[src/rtl/lperm_pkg.sv]
package lperm_pkg;

  localparam int unsigned DEF_LANES  = 8;
  localparam int unsigned DEF_LANE_W = 32;

  // encoding control bits that travel with a request
  typedef struct packed {
    logic len_full;
    logic wide_elem;
  } lperm_enc_t;

  // legality verdict for one request
  typedef enum logic [1:0] {
    ENC_OK    = 2'b00,
    ENC_SHORT = 2'b01,
    ENC_WIDE  = 2'b10,
    ENC_BOTH  = 2'b11
  } lperm_enc_e;

endpackage

[src/rtl/lperm_index_decode.sv]
module lperm_index_decode
  import lperm_pkg::*;
#(
  parameter int unsigned LANES  = DEF_LANES,
  parameter int unsigned LANE_W = DEF_LANE_W,
  parameter int unsigned SEL_W  = $clog2(DEF_LANES)
) (
  input  logic [LANES*LANE_W-1:0] index_i,
  output logic [LANES*SEL_W-1:0]  sel_o
);

  localparam int unsigned HI_W = LANE_W - SEL_W;

  // upper index bits are deliberately discarded
  logic [LANES*HI_W-1:0] hi_unused;

  for (genvar g = 0; g < LANES; g++) begin : g_lane
    assign sel_o[g*SEL_W +: SEL_W]    = index_i[g*LANE_W +: SEL_W];
    assign hi_unused[g*HI_W +: HI_W]  = index_i[g*LANE_W+SEL_W +: HI_W];
  end

endmodule

[src/rtl/lperm_lane_mux.sv]
module lperm_lane_mux
  import lperm_pkg::*;
#(
  parameter int unsigned LANES  = DEF_LANES,
  parameter int unsigned LANE_W = DEF_LANE_W,
  parameter int unsigned SEL_W  = $clog2(DEF_LANES)
) (
  input  logic [LANES*LANE_W-1:0] data_i,
  input  logic [SEL_W-1:0]        sel_i,
  output logic [LANE_W-1:0]       lane_o
);

  always_comb begin
    lane_o = '0;
    for (int k = 0; k < LANES; k++) begin
      if (sel_i == SEL_W'(k)) begin
        lane_o = data_i[k*LANE_W +: LANE_W];
      end
    end
  end

endmodule

[src/rtl/lperm_legality.sv]
module lperm_legality
  import lperm_pkg::*;
(
  input  logic       valid_i,
  input  lperm_enc_t enc_i,
  output logic       fault_o
);

  lperm_enc_e status;

  always_comb begin
    unique case ({enc_i.wide_elem, ~enc_i.len_full})
      2'b00:   status = ENC_OK;
      2'b01:   status = ENC_SHORT;
      2'b10:   status = ENC_WIDE;
      default: status = ENC_BOTH;
    endcase
  end

  assign fault_o = valid_i && (status != ENC_OK);

endmodule

[src/rtl/lperm_out_stage.sv]
module lperm_out_stage
  import lperm_pkg::*;
#(
  parameter int unsigned W = DEF_LANES * DEF_LANE_W
) (
  input  logic         clk,
  input  logic         rst_n,
  input  logic         valid_i,
  input  logic         fault_i,
  input  logic [W-1:0] result_i,
  output logic         valid_o,
  output logic         fault_o,
  output logic [W-1:0] result_o
);

  logic         valid_d, valid_q;
  logic         fault_d, fault_q;
  logic [W-1:0] result_d, result_q;

  // next-state: result register loads only on a request
  always_comb begin
    valid_d  = valid_i;
    fault_d  = fault_i;
    result_d = result_q;
    if (valid_i) begin
      result_d = result_i;
    end
  end

  always_ff @(posedge clk or negedge rst_n) begin
    if (!rst_n) begin
      valid_q  <= 1'b0;
      fault_q  <= 1'b0;
      result_q <= '0;
    end else begin
      valid_q  <= valid_d;
      fault_q  <= fault_d;
      result_q <= result_d;
    end
  end

  assign valid_o  = valid_q;
  assign fault_o  = fault_q;
  assign result_o = result_q;

endmodule

[src/rtl/lane_permute_unit.sv]
module lane_permute_unit
  import lperm_pkg::*;
#(
  parameter int unsigned LANES   = DEF_LANES,
  parameter int unsigned LANE_W  = DEF_LANE_W,
  parameter bit          REG_OUT = 1'b1
) (
  input  logic                    clk,
  input  logic                    rst_n,
  input  logic                    in_valid,
  input  logic [LANES*LANE_W-1:0] in_data,
  input  logic [LANES*LANE_W-1:0] in_index,
  input  logic                    in_len_full,
  input  logic                    in_wide_elem,
  output logic                    out_valid,
  output logic [LANES*LANE_W-1:0] out_result,
  output logic                    out_fault
);

  localparam int unsigned SEL_W = $clog2(LANES);
  localparam int unsigned VEC_W = LANES * LANE_W;

  logic [LANES*SEL_W-1:0] lane_sel;
  logic [VEC_W-1:0]       permuted;
  logic [VEC_W-1:0]       result_nx;
  logic                   fault_nx;
  lperm_enc_t             enc;

  assign enc.len_full  = in_len_full;
  assign enc.wide_elem = in_wide_elem;

  lperm_index_decode #(
    .LANES (LANES),
    .LANE_W(LANE_W),
    .SEL_W (SEL_W)
  ) u_decode (
    .index_i(in_index),
    .sel_o  (lane_sel)
  );

  for (genvar g = 0; g < LANES; g++) begin : g_mux
    lperm_lane_mux #(
      .LANES (LANES),
      .LANE_W(LANE_W),
      .SEL_W (SEL_W)
    ) u_mux (
      .data_i(in_data),
      .sel_i (lane_sel[g*SEL_W +: SEL_W]),
      .lane_o(permuted[g*LANE_W +: LANE_W])
    );
  end

  lperm_legality u_legal (
    .valid_i(in_valid),
    .enc_i  (enc),
    .fault_o(fault_nx)
  );

  // an illegal request never exposes permuted data
  assign result_nx = fault_nx ? '0 : permuted;

  if (REG_OUT) begin : g_reg
    lperm_out_stage #(
      .W(VEC_W)
    ) u_stage (
      .clk     (clk),
      .rst_n   (rst_n),
      .valid_i (in_valid),
      .fault_i (fault_nx),
      .result_i(result_nx),
      .valid_o (out_valid),
      .fault_o (out_fault),
      .result_o(out_result)
    );
  end else begin : g_comb
    assign out_valid  = in_valid;
    assign out_fault  = fault_nx;
    assign out_result = result_nx;
  end

endmodule

[config.mk]
export PLATFORM = sky130hd
export DESIGN_NAME = lane_permute_unit
export DESIGN_NICKNAME = d
export VERILOG_FILES = /design/src/rtl/lperm_pkg.sv /design/src/rtl/lperm_index_decode.sv /design/src/rtl/lperm_lane_mux.sv /design/src/rtl/lperm_legality.sv /design/src/rtl/lperm_out_stage.sv /design/src/rtl/lane_permute_unit.sv
export SDC_FILE = /design/constraint.sdc
export NUM_CORES = 2
export LEC_CHECK = 0
export ABC_CLOCK_PERIOD_IN_PS = 800
export BUFFER_PORTS_ARGS = -buffer_cell sky130_fd_sc_hd__buf_2
export CAP_MARGIN = 15
export CORE_AREA = 2 2 303 305
export DETAILED_ROUTE_END_ITERATION = 8
export DIE_AREA = 0 0 305 307
export GPL_ROUTABILITY_DRIVEN = 0
export PLACE_DENSITY_LB_ADDON = 0.15
export SLEW_MARGIN = 20
export SYNTH_ARGS = -nofsm -noshare
export SYNTH_HDL_FRONTEND = slang
export SYNTH_SLANG_ARGS = --single-unit
[constraint.sdc]
create_clock -name clk -period 0.8 [get_ports clk]
set_input_delay 0.16 -clock clk [delete_from_list [all_inputs] [get_ports clk]]
set_output_delay 0.16 -clock clk [all_outputs]
set_load 0.02 [all_outputs]
# After elaboration in Yosys (flattened, before gate mapping)
# Index checks and enable logic that the tools add are counted.
[classes]
n_eq_ne = 58
mux = 66
n_bitwise = 1
n_reduce_logical = 11
[op_table]
columns = ["operator", "n"]
rows = [
  ["two-way mux 32 bit", 64],
  ["two-way mux 256 bit", 1],
  ["== test 3 bit, second input constant", 32],
  ["== test 3 x 2 -> 1 bit, second input constant", 16],
  ["== test 3 x 1 -> 1 bit, second input constant", 8],
  ["logical NOT 3 bit", 8],
  ["case mux 2 bit (3 select lines)", 1],
  ["== test 2 x 1 -> 1 bit, second input constant", 1],
  ["== test 2 bit, second input constant", 1],
  ["logical NOT 2 bit", 1],
  ["nonzero test 2 bit", 1],
  ["logical AND 1 bit", 1],
  ["inverter 1 bit", 1],
]
[totals]
register_bits = 258
input_bits = 517
output_inout_bits = 258
word_cells = 139

# Longest topological paths before layout
[depth]
ltp_word = 10
depth_mapped = 8
depth_no_buf = 4

# Cells and area by module
# From an unflattened synthesis, not the netlist that was laid out.
[hier_totals]
cells_unflattened = 3876
area_unflattened_um2 = 32585.0
[by_module_without_submodules]
columns = ["mod", "instances", "cells_per_inst", "area_each_um2", "seq_area_each_um2"]
rows = [
  ["lperm_lane_mux", 8, 378, 2626.3, 0.0],
  ["lperm_out_stage", 1, 542, 9644.2, 6456.2],
  ["lane_permute_unit", 1, 284, 1739.2, 0.0],
  ["lperm_index_decode", 1, 24, 180.2, 0.0],
  ["lperm_legality", 1, 2, 11.3, 0.0],
]

# Least setup slack after synthesis
# OpenSTA, ideal clock, no wires.
[synth_path]
path_kind = "in2reg"
startpoint = "input in_index[32]"
endpoint = "register g_reg.u_stage.result_q[40], in the netlist g_reg.u_stage.result_o[40]"
setup_time_ns = 0.126
arrival_ns = 1.435
required_ns = 0.674
setup_slack_ns = -0.761
cell_stages = 4
path_buffers = 2
path_cell_list = "buf_2 buf_2 mux4_2 a221o_1"
[synth_via]
elab_chain_cells = 10
elab_cells_between_ends = 17
classes_between = "7 x eq/ne; 9 x mux; 1 x reduce/logical"
[synth_lines]
columns = ["element", "line_no", "source"]
rows = [
  ["from (decl)", "lane_permute_unit.sv:12", "input logic [LANES*LANE_W-1:0] in_index,"],
  ["logical NOT 3 bit", "lperm_lane_mux.sv:16", "if (sel_i == SEL_W'(k)) begin"],
  ["two-way mux 32 bit (7 in a row)", "lperm_lane_mux.sv:16", ""],
  ["two-way mux 32 bit (*)", "lperm_lane_mux.sv:16", ""],
  ["two-way mux 256 bit (*)", "lane_permute_unit.sv:60", "assign result_nx = fault_nx ? '0 : permuted;"],
  ["to (signal assigned)", "lperm_out_stage.sv:38", "result_q <= result_d;"],
  ["to (decl)", "lperm_out_stage.sv:18", "logic [W-1:0] result_d, result_q;"],
]
# Mark *: on every way between the ends. The rest lies on a longest branch, timed or not.
# A chain may end at the register's enable or synchronous reset.

# Worst setup path after layout
[layout_path]
startpoint = "register g_reg.u_stage.result_q[223], in the netlist g_reg.u_stage.result_o[223]"
endpoint = "output out_result[223]"
[layout_lines]
columns = ["element", "line_no", "source"]
rows = [
  ["to (decl)", "lane_permute_unit.sv:16", "output logic [LANES*LANE_W-1:0] out_result,"],
]
# No word-level cell between the ends.

==> impl_metrics.py <==
metrics = {
    "worst_setup_path": {
        "r2r-start": "g_reg.u_stage.result_o[29]$_DFFE_PN0P_",
        "worstSetupEndpointType": "output pin",
        "crit_path_start": "g_reg.u_stage.result_o[223]$_DFFE_PN0P_",
        "start_kind": "flip-flop",
        "critPathArrivalTime_ns": 1.32,
        "worstSetupPathType": "reg2out",
        "cp.required_ns": 0.64,
        "crit_fanout": 2,
    },
    "floorplan": {
        "dieArea_sq_um": 93600,
        "dieWidth_um": 305,
        "io_pins": 775,
        "rows": 111,
        "core_area_sq_um": 90700,
        "start_util": 0.283,
        "die_y_um": 307,
    },
    "final_layout": {
        "stdcell_count": 5255,
        "fillers": 8126,
        "drive_above_1_share": 0.597,
        "nets": 4545,
        "area_growth_pct": 81.6,
    },
    "sta": {
        "finalSetupViolations": 511,
        "hold_viol_final": 3,
        "relSlewSlack": 0.628,
        "rsz0062_at_grt": "yes",
        "fin_ws_ns": -0.682,
        "clock_skew_ns": 0,
        "post-route-period-util": 1.85,
        "worst_slew_pin_slew_ns": 0.555,
        "fin_setup_tns_ns": -242.92,
        "slew_viol_final": 0,
        "period_needed_ns": 1.48,
        "fmax_mhz": 675,
        "fin_hold_ws_ns": -0.0221,
    },
    "clock_tree": {
        "clk_latency_ns": 0.60,
        "cts.clk_slew.worst_paths_ns": 0.06,
        "cts.sinks": 258,
        "htreeDepth": 2,
        "cts.path.max_buffers": 3,
        "numCtsBuffers": 40,
        "cts_tree": "built",
        "cts_root_buf": "clkbuf_16",
    },
    "synth": {
        "synth_commonest_cells": "mux2i_1, o22ai_1, dfrtp_1, clkbuf_1, buf_2",
        "synth_edf_count": 0,
        "async_reset_ff_frac": 1.00,
        "yosysUniqueCellTypes": 53,
        "synth.largest_area_cell": "dfrtp_1",
        "ys_seq_area_frac": 0.251,
        "synth.avg_cell_area_sq_um": 9.25,
        "synth.most_common_cell": "mux2i_1",
        "synth_ff_type": "dfrtp_1",
        "synth_fp_nets": 3291,
        "synth_top_area_frac": 0.251,
        "yosysWarnings": 0,
        "syn_inst": 2774,
        "yosys-top-cells-area": "dfrtp_1, mux2i_1, o22ai_1, mux4_2, mux2_2",
        "ys_seq_elements": 258,
        "netlist_area_sq_um": 25700,
    },
    "routing": {
        "wl_per_cell_um": 36.1,
        "routed_wl_um": 190000,
        "ant_nets": 0,
        "dr.pass1.iters": 8,
        "drc_errors": 0,
        "viasPerCell": 6.44,
        "vias": 33825,
        "drt_iter0_drc": 4431,
    },
    "global_route": {
        "track_usage": 0.381,
        "grt_pass1_vias": 33517,
        "grt_max_degree": 45,
        "grt.overflow.total": 0,
        "grt_pass1_wl_um": 257000,
        "antenna_found_initial": 20,
    },
    "place": {
        "port_buffers": 542,
        "dpl.cell_count": 4873,
        "dp_hpwl_um": 132000,
        "dp_slack_ns": -1.30,
    },
    "status": {
        "violations": "hold timing, setup timing",
        "outcome": "finished with violations",
    },
    "pwr": {
        "switchingPower_uw": 22300,
        "ir_worst_vdd_v": 0.00126,
        "power_density_nw_per_um2": 1290,
        "finalPower_uw": 60300,
        "power_frac_seq": 0.255,
        "switching_share": 0.370,
        "combPwrFrac": 0.418,
        "p_clk_frac": 0.327,
        "leakagePower_uw": 0.0213,
        "internal_power_uw": 38000,
    },
    "run": {
        "cap_violations": 0,
    },
    "worst_hold_path": {
        "hold_class": "in2reg",
        "hold_start": "in_valid",
    },
}
==> power by group through the flow <==
stage / sequential (uW) / combinational, uW / clock [uW]
after floorplan: 16100 / 8970 / 0
after detailed placement: 15300 / 19700 / 0
after global routing: 15400 / 26000 / 20200
after CTS: 15300 / 23200 / 19700
after global placement: 15300 / 19500 / 0
final: 15400 / 25200 / 19700
==> state kept, by name (all words and copies together) (netlist names) <==
name,flops
g_reg.u_stage.valid_o,1
g_reg.u_stage.result_o,256
g_reg.u_stage.fault_o,1
==> logic make-up (layout without fill, tap and decap cells) <==
| kind of cell | count (synthesis) | count (layout) | share of synthesized area |
|---|---|---|---|
| AO/OA/AOI/OAI | 941 | 941 | 0.273 |
| flip-flops | 258 | 258 | 0.251 |
| buffers and inverters | 415 | 1698 | 0.0735 |
| multiplexers | 647 | 647 | 0.296 |
| AND/OR/NAND/NOR | 513 | 514 | 0.106 |
| other | 0 | 11 | 0 |
==> routing by layer <==
layer	global-route usage	wire length (um)	vias up
met1	0.479	72200	16928
met3	0.117	23300	714
li1	-	-	13465
met4	0.242	14600	18
met2	0.565	79400	2700
met5	0.0103	108	-
==> layout by cell type, fill, tap and decap left out, types with 18 or more instances in the layout <==
master	count
buf_4	689
mux2i_1	453
buf_6	399
buf_2	258
dfrtp_1	211
buf_12	181
o22ai_2	144
nor2b_1	104
a211o_1	101
a221o_1	93
o22ai_1	92
mux2_2	82
mux4_2	79
nand2_1	66
a211oi_1	62
nor2_1	59
clkbuf_16	53
nor3_2	51
o22ai_4	51
dfrtp_2	47
or2_0	39
a211oi_2	38
o21ai_0	36
o21ai_2	35
nor3_1	32
mux2_4	32
o221ai_1	31
buf_8	31
o21ai_1	30
a2bb2oi_1	26
nor3_4	24
a21oi_1	24
o221ai_2	22
nand2b_1	21
o2bb2ai_1	21
buf_16	20
o211a_1	18
==> metrics by stage <==
step	util	instance area (sq um)
2_1_floorplan	-	27800
3_3_place_gp	0.405	36700
3_5_place_dp	0.405	36700
4_1_cts	0.485	44000
5_1_grt	0.514	46600
6_report	0.514	46600
==> layout make-up <==
type                       instances  area [sq um]  share of cell area
multi-input combinational       2102         21000               0.451
timing repair buffer            1608         16100               0.345
sequential                       258          6520               0.140
tap                             1186          1480              0.0318
clock buffer                      63          1270              0.0272
clock inverter                     9           135             0.00290
inverter                          18          75.1             0.00161
antenna                           11          27.5            0.000590
==> worst max-delay path, stage by stage (launching register included) <==
cell and delay [ns]:
dfrtp_2 0.45, buf_12 0.15, buf_8 0.12
==> final timing paths <==
kind | endpoint | slack [ns] | depth (start not counted)
setup reg to reg | g_reg.u_stage.result_o[29]$_DFFE_PN0P_ | -0.31 | 3
hold / removal | g_reg.u_stage.fault_o$_DFF_PN0_ | -0.02 | 4
min in group asynchronous | g_reg.u_stage.result_o[189]$_DFFE_PN0P_ | 0.12 | 3
setup / recovery | out_result[223] | -0.68 | 2
max in group asynchronous | g_reg.u_stage.result_o[111]$_DFFE_PN0P_ | 0.18 | 4
hold reg to reg | g_reg.u_stage.result_o[167]$_DFFE_PN0P_ | 0.52 | 1
==> what timing repair did <==
item | 4_1_cts | 5_1_grt
endpoints found under the setup margin | 514 | 514
endpoints found under the hold margin | 272 | 2
buffers inserted | 184 | 84
cloned | 25 | 12
hold buffers | 14 | 2
pin swaps | 111 | 180
resized for setup | 960 | 429
Power figures use the tool's default switching activity.
